**src/rtl/edgepwm_pkg.sv**
```systemverilog
package edgepwm_pkg;

  // Register address layout
  localparam int ADDR_PRESCALE  = 0;
  localparam int ADDR_PERIOD    = 1;
  localparam int ADDR_ENABLE    = 2;
  localparam int ADDR_COMMIT    = 3;
  localparam int ADDR_EDGE_BASE = 4;

  // Address of a channel's set-point (falling=0) or clear-point (falling=1)
  function automatic int edge_addr(input int ch, input bit falling);
    return ADDR_EDGE_BASE + 2 * ch + (falling ? 1 : 0);
  endfunction

  // Next line level on a step, from the present level and compare hits
  function automatic logic next_level(input logic cur, input logic hit_set,
                                      input logic hit_clr, input logic zero_duty);
    if (zero_duty)             return 1'b0;
    if (hit_set && hit_clr)    return ~cur;
    if (hit_set)               return 1'b1;
    if (hit_clr)               return 1'b0;
    return cur;
  endfunction

endpackage

```
**src/rtl/edgepwm_regs.sv**
```systemverilog
module edgepwm_regs
  import edgepwm_pkg::*;
#(
  parameter int NUM_CH    = 4,
  parameter int VAL_W     = 8,
  parameter int ADDR_W    = 4,
  parameter bit SHADOW_EN = 1'b1
) (
  input  logic              clk,
  input  logic              rst_n,
  input  logic              wr_en,
  input  logic [ADDR_W-1:0] wr_addr,
  input  logic [VAL_W-1:0]  wr_data,
  input  logic [ADDR_W-1:0] rd_addr,
  output logic [VAL_W-1:0]  rd_data,
  input  logic              wrap,
  output logic [VAL_W-1:0]  act_pre,
  output logic [VAL_W-1:0]  act_per,
  output logic [VAL_W-1:0]  act_set [NUM_CH],
  output logic [VAL_W-1:0]  act_clr [NUM_CH],
  output logic [NUM_CH-1:0] en_mask,
  output logic              commit_pend
);

  logic [VAL_W-1:0] st_pre;
  logic [VAL_W-1:0] st_per;
  logic [VAL_W-1:0] st_set [NUM_CH];
  logic [VAL_W-1:0] st_clr [NUM_CH];
  logic             commit_wr;

  assign commit_wr = wr_en && (wr_addr == ADDR_W'(ADDR_COMMIT)) && wr_data[0];

  // Staging copy (the software-visible values)
  always_ff @(posedge clk or negedge rst_n) begin
    if (!rst_n) begin
      st_pre  <= '0;
      st_per  <= '0;
      en_mask <= '0;
      for (int c = 0; c < NUM_CH; c++) begin
        st_set[c] <= '0;
        st_clr[c] <= '0;
      end
    end else if (wr_en) begin
      if (wr_addr == ADDR_W'(ADDR_PRESCALE)) st_pre  <= wr_data;
      if (wr_addr == ADDR_W'(ADDR_PERIOD))   st_per  <= wr_data;
      if (wr_addr == ADDR_W'(ADDR_ENABLE))   en_mask <= wr_data[NUM_CH-1:0];
      for (int c = 0; c < NUM_CH; c++) begin
        if (wr_addr == ADDR_W'(edge_addr(c, 1'b0))) st_set[c] <= wr_data;
        if (wr_addr == ADDR_W'(edge_addr(c, 1'b1))) st_clr[c] <= wr_data;
      end
    end
  end

  // Commit request flag; a same-cycle write overrides the clear
  always_ff @(posedge clk or negedge rst_n) begin
    if (!rst_n) begin
      commit_pend <= 1'b0;
    end else begin
      if (wrap && commit_pend) commit_pend <= 1'b0;
      if (commit_wr && SHADOW_EN) commit_pend <= 1'b1;
    end
  end

  generate
    if (SHADOW_EN) begin : g_staged
      logic [VAL_W-1:0] lv_pre;
      logic [VAL_W-1:0] lv_per;
      logic [VAL_W-1:0] lv_set [NUM_CH];
      logic [VAL_W-1:0] lv_clr [NUM_CH];

      always_ff @(posedge clk or negedge rst_n) begin
        if (!rst_n) begin
          lv_pre <= '0;
          lv_per <= '0;
          for (int c = 0; c < NUM_CH; c++) begin
            lv_set[c] <= '0;
            lv_clr[c] <= '0;
          end
        end else if (wrap && commit_pend) begin
          lv_pre <= st_pre;
          lv_per <= st_per;
          for (int c = 0; c < NUM_CH; c++) begin
            lv_set[c] <= st_set[c];
            lv_clr[c] <= st_clr[c];
          end
        end
      end

      assign act_pre = lv_pre;
      assign act_per = lv_per;
      assign act_set = lv_set;
      assign act_clr = lv_clr;
    end else begin : g_direct
      assign act_pre = st_pre;
      assign act_per = st_per;
      assign act_set = st_set;
      assign act_clr = st_clr;
    end
  endgenerate

  // Read mux
  always_comb begin
    rd_data = '0;
    if (rd_addr == ADDR_W'(ADDR_PRESCALE)) rd_data = st_pre;
    if (rd_addr == ADDR_W'(ADDR_PERIOD))   rd_data = st_per;
    if (rd_addr == ADDR_W'(ADDR_ENABLE))   rd_data = VAL_W'(en_mask);
    if (rd_addr == ADDR_W'(ADDR_COMMIT))   rd_data = VAL_W'(commit_pend);
    for (int c = 0; c < NUM_CH; c++) begin
      if (rd_addr == ADDR_W'(edge_addr(c, 1'b0))) rd_data = st_set[c];
      if (rd_addr == ADDR_W'(edge_addr(c, 1'b1))) rd_data = st_clr[c];
    end
  end

endmodule

```
**src/rtl/edgepwm_timebase.sv**
```systemverilog
module edgepwm_timebase #(
  parameter int VAL_W = 8
) (
  input  logic             clk,
  input  logic             rst_n,
  input  logic [VAL_W-1:0] act_pre,
  input  logic [VAL_W-1:0] act_per,
  output logic [VAL_W-1:0] pre_cnt,
  output logic [VAL_W-1:0] per_cnt,
  output logic             tick,
  output logic             wrap
);

  // ">=" so a direct-mode write that lowers a limit cannot strand a counter
  assign tick = (pre_cnt >= act_pre);
  assign wrap = tick && (per_cnt >= act_per);

  always_ff @(posedge clk or negedge rst_n) begin
    if (!rst_n) begin
      pre_cnt <= '0;
      per_cnt <= '0;
    end else begin
      pre_cnt <= tick ? '0 : pre_cnt + 1'b1;
      if (wrap)      per_cnt <= '0;
      else if (tick) per_cnt <= per_cnt + 1'b1;
    end
  end

endmodule

```
**src/rtl/edgepwm_chan.sv**
```systemverilog
module edgepwm_chan
  import edgepwm_pkg::*;
#(
  parameter int VAL_W = 8
) (
  input  logic             clk,
  input  logic             rst_n,
  input  logic             en,
  input  logic             tick,
  input  logic [VAL_W-1:0] per_cnt,
  input  logic [VAL_W-1:0] act_per,
  input  logic [VAL_W-1:0] set_pt,
  input  logic [VAL_W-1:0] clr_pt,
  output logic             line
);

  logic hit_set;
  logic hit_clr;
  logic zero_duty;

  assign hit_set   = (per_cnt == set_pt);
  assign hit_clr   = (per_cnt == clr_pt);
  assign zero_duty = (clr_pt == '0) && (set_pt == act_per);

  always_ff @(posedge clk or negedge rst_n) begin
    if (!rst_n)    line <= 1'b0;
    else if (!en)  line <= 1'b0;
    else if (tick) line <= next_level(line, hit_set, hit_clr, zero_duty);
  end

endmodule

```
**src/rtl/edgepwm_top.sv**
```systemverilog
module edgepwm_top #(
  parameter int NUM_CH    = 4,
  parameter int VAL_W     = 8,
  parameter int ADDR_W    = 4,
  parameter bit SHADOW_EN = 1'b1
) (
  input  logic              clk,
  input  logic              rst_n,
  input  logic              wr_en,
  input  logic [ADDR_W-1:0] wr_addr,
  input  logic [VAL_W-1:0]  wr_data,
  input  logic [ADDR_W-1:0] rd_addr,
  output logic [VAL_W-1:0]  rd_data,
  output logic [NUM_CH-1:0] pwm_out
);

  localparam int N_REGS = edgepwm_pkg::ADDR_EDGE_BASE + 2 * NUM_CH;

  initial begin
    if (N_REGS > (1 << ADDR_W)) $display("edgepwm_top: ADDR_W too small for NUM_CH");
  end

  logic [VAL_W-1:0]  act_pre;
  logic [VAL_W-1:0]  act_per;
  logic [VAL_W-1:0]  act_set [NUM_CH];
  logic [VAL_W-1:0]  act_clr [NUM_CH];
  logic [NUM_CH-1:0] en_mask;
  logic              commit_pend;
  logic [VAL_W-1:0]  pre_cnt;
  logic [VAL_W-1:0]  per_cnt;
  logic              tick;
  logic              wrap;

  edgepwm_regs #(
    .NUM_CH(NUM_CH), .VAL_W(VAL_W), .ADDR_W(ADDR_W), .SHADOW_EN(SHADOW_EN)
  ) u_regs (
    .clk(clk), .rst_n(rst_n), .wr_en(wr_en), .wr_addr(wr_addr), .wr_data(wr_data),
    .rd_addr(rd_addr), .rd_data(rd_data), .wrap(wrap),
    .act_pre(act_pre), .act_per(act_per), .act_set(act_set), .act_clr(act_clr),
    .en_mask(en_mask), .commit_pend(commit_pend)
  );

  edgepwm_timebase #(.VAL_W(VAL_W)) u_tb (
    .clk(clk), .rst_n(rst_n), .act_pre(act_pre), .act_per(act_per),
    .pre_cnt(pre_cnt), .per_cnt(per_cnt), .tick(tick), .wrap(wrap)
  );

  generate
    for (genvar i = 0; i < NUM_CH; i++) begin : g_ch
      edgepwm_chan #(.VAL_W(VAL_W)) u_chan (
        .clk(clk), .rst_n(rst_n), .en(en_mask[i]), .tick(tick),
        .per_cnt(per_cnt), .act_per(act_per),
        .set_pt(act_set[i]), .clr_pt(act_clr[i]), .line(pwm_out[i])
      );
    end
  endgenerate

endmodule

```
**config.mk**
```make
export PLATFORM = sky130hd
export DESIGN_NAME = edgepwm_top
export DESIGN_NICKNAME = d
export VERILOG_FILES = /design/src/rtl/edgepwm_pkg.sv /design/src/rtl/edgepwm_regs.sv /design/src/rtl/edgepwm_timebase.sv /design/src/rtl/edgepwm_chan.sv /design/src/rtl/edgepwm_top.sv
export SDC_FILE = /design/constraint.sdc
export NUM_CORES = 1
export LEC_CHECK = 0
export BUFFER_PORTS_ARGS = -buffer_cell sky130_fd_sc_hd__buf_2
export CORE_AREA = 4 4 141 143
export CTS_BUF_LIST = sky130_fd_sc_hd__clkbuf_4 sky130_fd_sc_hd__clkbuf_8
export CTS_CLUSTER_SIZE = 24
export DETAILED_ROUTE_END_ITERATION = 8
export DIE_AREA = 0 0 145 147
export GPL_TIMING_DRIVEN = 0
export PLACE_DENSITY = 0.68
export REMOVE_ABC_BUFFERS = 1
export SYNTH_ARGS = -nofsm -noshare
export SYNTH_HDL_FRONTEND = slang
export SYNTH_SLANG_ARGS = --single-unit
```
**constraint.sdc**
```tcl
create_clock -name clk -period 3.7 [get_ports clk]
set_clock_uncertainty 0.1 [all_clocks]
set_input_delay 0.74 -clock clk [delete_from_list [all_inputs] [get_ports clk]]
set_output_delay 0.74 -clock clk [all_outputs]
set_load 0.02 [all_outputs]
```
# After elaboration in Yosys (flattened, before gate mapping)
# Index checks and enable logic that the tools add are counted.
# W data, S select, Z words.
[op_classes]
addsub = 2
n_bitwise = 4
n_reduce_logical = 35
n_lt_le_gt_ge = 2
n_eq_ne = 42
muxes = 129
[op_table]
columns = ["cell", "count"]
rows = [
  ["$mux W8", 15],
  ["$mux W1", 114],
  ["$eq A8 B8 Y1", 12],
  ["$eq A4 B3 Y1 const B", 8],
  ["$eq A4 B4 Y1 const B", 8],
  ["$logic_not A8 Y1", 4],
  ["$reduce_and A2 Y1", 15],
  ["$ne A5 B1 Y1 const B", 4],
  ["$add A8 B1 Y8 const B", 2],
  ["$eq A4 B2 Y1 const B", 4],
  ["$ge A8 B8 Y1", 2],
  ["$logic_and A1 B1 Y1", 12],
  ["$eq A4 B1 Y1 const B", 2],
  ["$logic_not A4 Y1", 2],
  ["$ne A2 B1 Y1 const B", 4],
  ["$not A1 Y1", 4],
  ["$reduce_bool A2 Y1", 2],
]
[totals]
inputBits = 19
reg_bits = 185
out_inout_bits = 12

# Longest topological paths before layout
# Gate-level depths: netlist (run 1).
[depth]
depth_word = 23
depth_mapped = 10
depth_no_buf = 8

# Modules after synthesis
# A second synthesis (run 1) with hierarchy kept.
[hier_totals]
cells_unflattened = 783
area_unflattened_um2 = 9581.7
[by_module_without_submodules]
columns = ["module", "cells_each", "area_per_inst_um2", "instances", "seq_area_each_um2"]
rows = [
  ["edgepwm_regs", 485, 7075.5, 1, 4129.0],
  ["edgepwm_chan", 42, 334.1, 4, 25.0],
  ["edgepwm_timebase", 130, 1169.9, 1, 400.4],
]

# Worst setup path after synthesis (run 1)
# Ideal clock, no wire load.
[synth_path]
path_type = "input port to output port"
from = "in rd_addr[2]"
to = "out rd_data[3]"
stages = 8
arrival_time_ns = 2.318
setup_slack_ns = 0.542
required_time_ns = 2.860
cell_sequence = "clkbuf_1 > buf_1 > a21oi_1 > nand2_1 > o31ai_1 > o21ai_0 > a31oi_1 > o21ai_0"
[synth_between]
elab_chain_cells = 13
[synth_rtl]
columns = ["element", "line", "rtl"]
rows = [
  ["start, declared", "edgepwm_top.sv:12", "input logic [ADDR_W-1:0] rd_addr,"],
  ["$logic_not A4 Y1", "edgepwm_regs.sv:104", "if (rd_addr == ADDR_W'(ADDR_PRESCALE)) rd_data = st_pre;"],
  ["$mux W8", "edgepwm_regs.sv:104", ""],
  ["$mux W8", "edgepwm_regs.sv:105", "if (rd_addr == ADDR_W'(ADDR_PERIOD)) rd_data = st_per;"],
  ["$mux W8", "edgepwm_regs.sv:106", "if (rd_addr == ADDR_W'(ADDR_ENABLE)) rd_data = VAL_W'(en_mask);"],
  ["$mux W8", "edgepwm_regs.sv:107", "if (rd_addr == ADDR_W'(ADDR_COMMIT)) rd_data = VAL_W'(commit_pend);"],
  ["$mux W8", "edgepwm_regs.sv:109", "if (rd_addr == ADDR_W'(edge_addr(c, 1'b0))) rd_data = st_set[c];"],
  ["$mux W8", "edgepwm_regs.sv:110", "if (rd_addr == ADDR_W'(edge_addr(c, 1'b1))) rd_data = st_clr[c];"],
  ["$mux W8", "edgepwm_regs.sv:109", ""],
  ["$mux W8", "edgepwm_regs.sv:110", ""],
  ["$mux W8", "edgepwm_regs.sv:109", ""],
  ["$mux W8", "edgepwm_regs.sv:110", ""],
  ["$mux W8", "edgepwm_regs.sv:109", ""],
  ["$mux W8 *", "edgepwm_regs.sv:110", ""],
  ["end, declared", "edgepwm_top.sv:13", "output logic [VAL_W-1:0] rd_data,"],
]
# Every way passes the cells marked *; elsewhere a longest branch is shown, timed or not.

# Worst setup path in the final report (run 1)
[layout_path]
from = "reg u_tb.per_cnt[2]"
to = "reg u_regs.g_staged.lv_set, in the netlist u_regs.act_set[19]"
[layout_between]
elab_chain_cells = 3
[layout_rtl]
columns = ["element", "line", "rtl"]
rows = [
  ["start, declared", "edgepwm_timebase.sv:9", "output logic [VAL_W-1:0] per_cnt,"],
  ["start signal, assigned", "edgepwm_timebase.sv:25", "else if (tick) per_cnt <= per_cnt + 1'b1;"],
  ["$ge A8 B8 Y1", "edgepwm_timebase.sv:16", "assign wrap = tick && (per_cnt >= act_per);"],
  ["$logic_and A1 B1 Y1", "edgepwm_timebase.sv:16", ""],
  ["$logic_and A1 B1 Y1", "edgepwm_regs.sv:79", "end else if (wrap && commit_pend) begin"],
  ["end signal, assigned by index", "edgepwm_regs.sv:83", "lv_set[c] <= st_set[c];"],
  ["end, declared", "edgepwm_regs.sv:68", "logic [VAL_W-1:0] lv_set [NUM_CH];"],
]
# Every way passes these cells.
# A chain may end at the register's enable or synchronous reset.

==> metrics, run 1 <==
fin crit period 3580 ps; Post-synth EDFFs 0; Worst Path Max Fanout 40; post-route ant nets 0; Clock Root Buffer clkbuf_8; Reg2Reg Depth 7; crit path kind reg2reg; Vias/cell 6.21; Worst Setup SP u_tb.per_cnt[2]; I/O Pins 31; HP Class in2async; IO Port Bufs 30; layout cell share with drive strength beyond 1 0.278; total power 6.89 mW; maximum VDD drop 0.352 mV; Syn Inst Count 800; full die area 21300 um^2; final hold slack 164 ps; clock latency on the worst-skew pair 470 ps; Syn. warnings 0; Bufs and invs on worst path 0; leakage power 4.82 nW; largest net degree at the start of global routing 95; Yosys top cell area share 0.484; Worst Tran Pin Value 885 ps; TritonCTS clock tree done; maximum clock insertion buffer count 2; Die Y 147 um; Worst-path clk slew 100 ps; status completed; Peak Freq 280 MHz; global-route wire length before repair 39.1 mm; area leader, netlist dfrtp_1; Cell variety after synth 55; synthesized area 9570 um^2; PwrDens 674 nW/um^2; Post-route DRC 0; Synth Register Bits 185; RSZ-0062 raised after global routing true; vias in the first global route 6678; Max-slew headroom 0.410; diode count 0; Synth Flop Type dfrtp_1; DR WL/cell 24.0 um; GP Congestion 0.978; RR Endpoint u_regs.act_set[19]; endpoint class of the critical path flip-flop; initial drt markers 680; Detailed Route WL 25.1 mm; Final Hold Viols 0; GRT Util Overall 0.240; Mapped Avg Cell Area 12.0 um^2; Setup TNS 0 ps; cts hold-fix bufs 0; Synth area leaders dfrtp_1, mux2_2, xor2_1; Crit path arrival time 3820 ps; core area 18600 um^2; final setup vio count 0; max_cap viols 0; grt ovf 0; initial antenna violation count 0; Post-CTS Setup Bufs 0; FF-to-FF Start u_tb.per_cnt[2]; Crit-path slowest cell dfrtp_1; routed via count 6492; reg2reg setup slack 120 ps; max incr delay on CP 700 ps; clock buffer count from CTS 17; Nets 836; Max Slew Vio Count 0; Max H-tree Level 4; sequential area share after synthesis 0.484; CTS Sinks 185; Crit path max-delay family simple AND/OR/NAND/NOR gates; Pre-antenna DRT Iters 6; fin crit share 0.967; row cnt 50; CP Launch Type flip-flop; Area Growth Syn to Fin 6.75%; worst setup margin 123 ps; starting density of the core 0.515; dpl ws -322 ps; WP data required 3950 ps; Post-DP HPWL 16.7 mm; Die Width 145 um; Critical Path, Cell by Cell ha_1 -> nand2_1 -> o21ai_0 -> nand4_1 -> a21oi_2 -> nand3_4 -> mux2_1; final core occ 0.550; dominant cell by count in the synthesized netlist dfrtp_1; Synth async-reset ratio 1.00; synth cell count leaders dfrtp_1, mux2_2, xor2_1
## what timing repair did
item | 4_1_cts | 5_1_grt
setup endpoints to repair | 85 | 83
gates resized for setup | 3 | 3
gates cloned | 1 | 0
## metrics by stage
stage,cells,cell area [um^2]
final,1046,10200
after global routing,1046,10200
after CTS,1046,10200
after detailed placement,1013,9780
after global placement,1012,9740
after floorplan,748,9300
## cell families (layout without fill, tap and decap cells)
group	count (synthesis)	in the layout	synth area share
adder cells (fa/ha/maj)	18	18	0.0235
AO/OA/AOI/OAI	90	90	0.0629
flip-flops	185	185	0.484
buffers and inverters	73	84	0.0370
XOR/XNOR	102	102	0.0933
multiplexers	185	185	0.219
AND/OR/NAND/NOR	147	148	0.0807
## registers in the layout (all words and copies together), names as in the netlist
| signal | count |
|---|---|
| u_regs.act_clr | 32 |
| u_regs.commit_pend | 1 |
| u_regs.act_pre | 8 |
| u_regs.st_per | 8 |
| g_ch.u_chan.line | 4 |
| u_regs.act_set | 32 |
| u_regs.st_pre | 8 |
| u_tb.per_cnt | 8 |
| u_regs.act_per | 8 |
| u_regs.st_set | 32 |
| u_tb.pre_cnt | 8 |
| u_regs.st_clr | 32 |
| u_regs.en_mask | 4 |
## worst max-delay path by stage
stage	slack, ps	endpoint	cells after the start
after floorplan	680	u_regs.act_clr[0]	6
after global placement	-1060	u_regs.act_clr[6]	1
after detailed placement	-320	u_regs.act_set[19]	8
after CTS	20	u_regs.act_set[19]	8
after global routing	-50	u_regs.act_set[20]	7
final	120	u_regs.act_set[19]	7
## cells in the final DEF, fill, tap and decap left out, drive strengths merged, types with 3 or more instances in the layout
master	netlist	routed
a211oi	6	6
a22o	5	5
clkbuf	24	19
nor4	25	25
nor2b	8	8
mux2i	17	17
and3	5	5
mux2	165	165
nor2	41	41
mux4	3	3
xnor2	45	45
a21oi	9	9
buf	28	31
ha	18	18
a21o	5	5
o21ai	29	29
clkinv	0	3
dfrtp	185	185
a31oi	11	11
nand4	13	13
o22ai	4	4
nand2	18	18
inv	21	27
xor2	57	57
nor3	4	4
nand3	11	12
nand2b	13	13
## area by class of cell
| type | count | area (um^2) |
|---|---|---|
| fillers | 1534 | 8360 |
| flip-flops and latches | 185 | 4630 |
| multi-input cells | 543 | 4610 |
| well taps | 234 | 293 |
| clock buffers | 19 | 255 |
| repair buffers | 31 | 190 |
| clock inverters | 13 | 159 |
| inverters | 21 | 78.8 |
## report_power, final
group | internal [mW] | total (mW) | switching, mW
combinational | 1.07 | 2.19 | 1.11
sequential | 2.55 | 3.28 | 0.721
clock | 0.647 | 1.43 | 0.782
## per-layer routing
layer | up-vias | global-route usage | wire, um
met5 | - | 0 | 0
met4 | 0 | 0.0860 | 733
met3 | 49 | 0.0589 | 1770
met2 | 255 | 0.374 | 11600
met1 | 3333 | 0.331 | 11000
li1 | 2855 | - | -
(Power assumes the default switching activity.)
==> run 2: changes to the inputs <==
--- a/config.mk
+++ b/config.mk
@@ -12,7 +12,7 @@
 export DETAILED_ROUTE_END_ITERATION = 8
 export DIE_AREA = 0 0 145 147
 export GPL_TIMING_DRIVEN = 0
-export PLACE_DENSITY = 0.68
+export PLACE_DENSITY = 0.71
 export REMOVE_ABC_BUFFERS = 1
 export SYNTH_ARGS = -nofsm -noshare
 export SYNTH_HDL_FRONTEND = slang
==> constraint.sdc (replaced) <==
create_clock -name clk -period 3 [get_ports clk]
set_clock_uncertainty 0.1 [all_clocks]
set_input_delay 0.6 -clock clk [delete_from_list [all_inputs] [get_ports clk]]
set_output_delay 0.6 -clock clk [all_outputs]
set_load 0.02 [all_outputs]
==> run 2 against run 1 <==
Clock-buffer cell count shrank 1; critical path depth grew 1; critical path type is now in2out; worst setup slack lost 110 ps; die area is the same; final cell count grew 0.57%; first-iteration DRC count shrank 8.5%; core utilization grew 0.83 points; sequential power grew 23%; global-route usage shrank 0.41 points; non-clock buffer count grew 4; combinational power grew 30%; clock power grew 26%.
==> metrics, run 2 (synthesis gave the netlist of run 1 again) <==
status completed; max_cap viols 0 (unchanged); final setup vio count 0 (unchanged); Hold Path Depth 2; RR Endpoint u_regs.act_set[21]; Max H-tree Level 4 (unchanged); clock buffer count from CTS 17 (unchanged); Vias/cell 6.01 (-3.1%); post-route ant nets 0 (unchanged); Die Width 145 um (unchanged); full die area 21300 um^2 (unchanged); clock latency on the worst-skew pair 480 ps (about the same); core area 18600 um^2 (unchanged); Worst Path Max Fanout 10 (-75%); starting density of the core 0.515 (unchanged); commonest non-fill, non-tap cells in the layout dfrtp_1, mux2_2, xor2_1; CTS Sinks 185 (unchanged); Reg2Reg Depth 8 (+1); fin crit share 0.995; Clock Root Buffer clkbuf_8; Post-route DRC 0 (unchanged); Worst-path clk slew 100 ps (about the same); GP Congestion 0.981 (+0.35%); global-route wire length before repair 38.2 mm (-2.2%); TritonCTS clock tree done; HP Class in2reg; initial antenna violation count 0 (unchanged); Post-DP HPWL 15.8 mm (-5.1%); maximum clock insertion buffer count 2 (unchanged); Pre-antenna DRT Iters 5 (-1); Hold Path Sink u_regs.commit_pend; Worst Tran Pin Value 932 ps (+47.0 ps); routed via count 6325 (-2.6%); grt ovf 0 (unchanged); leakage power 4.87 nW (+0.91%); I/O Pins 31 (unchanged); Max-slew headroom 0.376 (-0.0336); vias in the first global route 6309 (-5.5%); fin crit period 2990 ps; initial drt markers 622 (-8.5%); Crit path arrival time 2290 ps (-1530 ps); DR WL/cell 23.3 um (-3.0%); fill cell count 1559 (+1.6%); largest net degree at the start of global routing 126 (+33%); commonest non-fill, non-tap cell in the layout dfrtp_1; GRT Util Overall 0.236 (-0.00408); reg2reg setup slack 90 ps (-30 ps); Worst Hold Launch wr_addr[1]; Peak Freq 335 MHz; worst setup margin 14.1 ps (-109 ps); Final Hold Viols 0 (unchanged); Detailed Route WL 24.5 mm (-2.5%); layout cell share with drive strength beyond 1 0.298 (+0.0200); Die Y 147 um (unchanged); Max Slew Vio Count 0 (unchanged); Area Growth Syn to Fin 8.35%; IO Port Bufs 30 (unchanged); RSZ-0062 raised after global routing true; row cnt 50 (unchanged); diode count 0 (unchanged); Nets 842 (+0.72%); FF-to-FF Start u_tb.per_cnt[0]; Setup TNS 0 ps (unchanged); endpoint class of the critical path primary output; maximum VDD drop 0.458 mV (+30%); WP data required 2300 ps (-1650 ps); dpl ws -1070 ps (-746 ps); PwrDens 835 nW/um^2 (+24%); crit path kind in2out; CP Launch Type input port
==> run 2: timing repair <==
action	in CTS	in global routing
hold endpoints to repair	60	0
hold buffers	1	0
pin swaps	3	1
gates cloned	3	0
buffers inserted	2	1
gates resized for setup	26	9
setup endpoints to repair	96	65
==> run 2: where the power goes <==
part / switching, mW / internal [mW]
registers: 0.862 / 3.16
logic: 1.46 / 1.38
clock network: 0.939 / 0.857
total: 3.26 / 5.40
==> run 2: metrics by stage <==
stage | utilization | cell area, um^2 | hold WS (ps) | power (mW) | instances
floorplan | - | 9300 | 204 | 5.69 | 748
global placement | 0.524 | 9740 | 391 | 6.76 | 1012
detailed placement | 0.526 | 9780 | 397 | 6.66 | 1013
CTS | 0.556 | 10300 | 326 | 8.66 | 1051
global route | 0.558 | 10400 | 345 | 9.17 | 1052
finish | 0.558 | 10400 | 354 | 8.66 | 1052
==> run 2: layout make-up <==
cell class,count,area [um^2],share of cell area
clock inverters,14,184,0.0177
inverters,21,78.8,0.00760
repair buffers,35,244,0.0235
multi-input cells,545,4680,0.451
flip-flops and latches,185,4650,0.448
well taps,234,293,0.0282
clock buffers,18,241,0.0233
==> run 2: worst max-delay path, cell delays in order <==
cell and delay [ps]:
buf_2 240, inv_1 170, nor2_4 270, o311a_1 250, a211oi_1 90, o21bai_1 190
a22oi_1 250, buf_2 220
==> run 2: metal layers <==
metal | part of all wire | up-vias | track usage
li1 | - | 2867 | -
met1 | 0.45 | 3210 | 0.333
met2 | 0.47 | 215 | 0.377
met3 | 0.061 | 33 | 0.0429
met4 | 0.022 | 0 | 0.0670
met5 | 0 | - | 0
==> run 2: worst max-delay path by stage <==
stage / slack [ps] / end / cells after the start / from
2_1_floorplan: -20 / u_regs.act_clr[0] / 6 / u_tb.per_cnt[4]
4_1_cts: -4 / u_regs.act_set[21] / 8 / u_regs.act_per[2]
3_3_place_gp: -1810 / u_regs.st_clr[5] / 1 / rst_n
3_5_place_dp: -1070 / u_regs.act_per[0] / 8 / u_tb.pre_cnt[0]
5_1_grt: -4 / u_regs.act_set[21] / 8 / u_tb.per_cnt[0]
6_report: 10 / rd_data[7] / 8 / rd_addr[3]
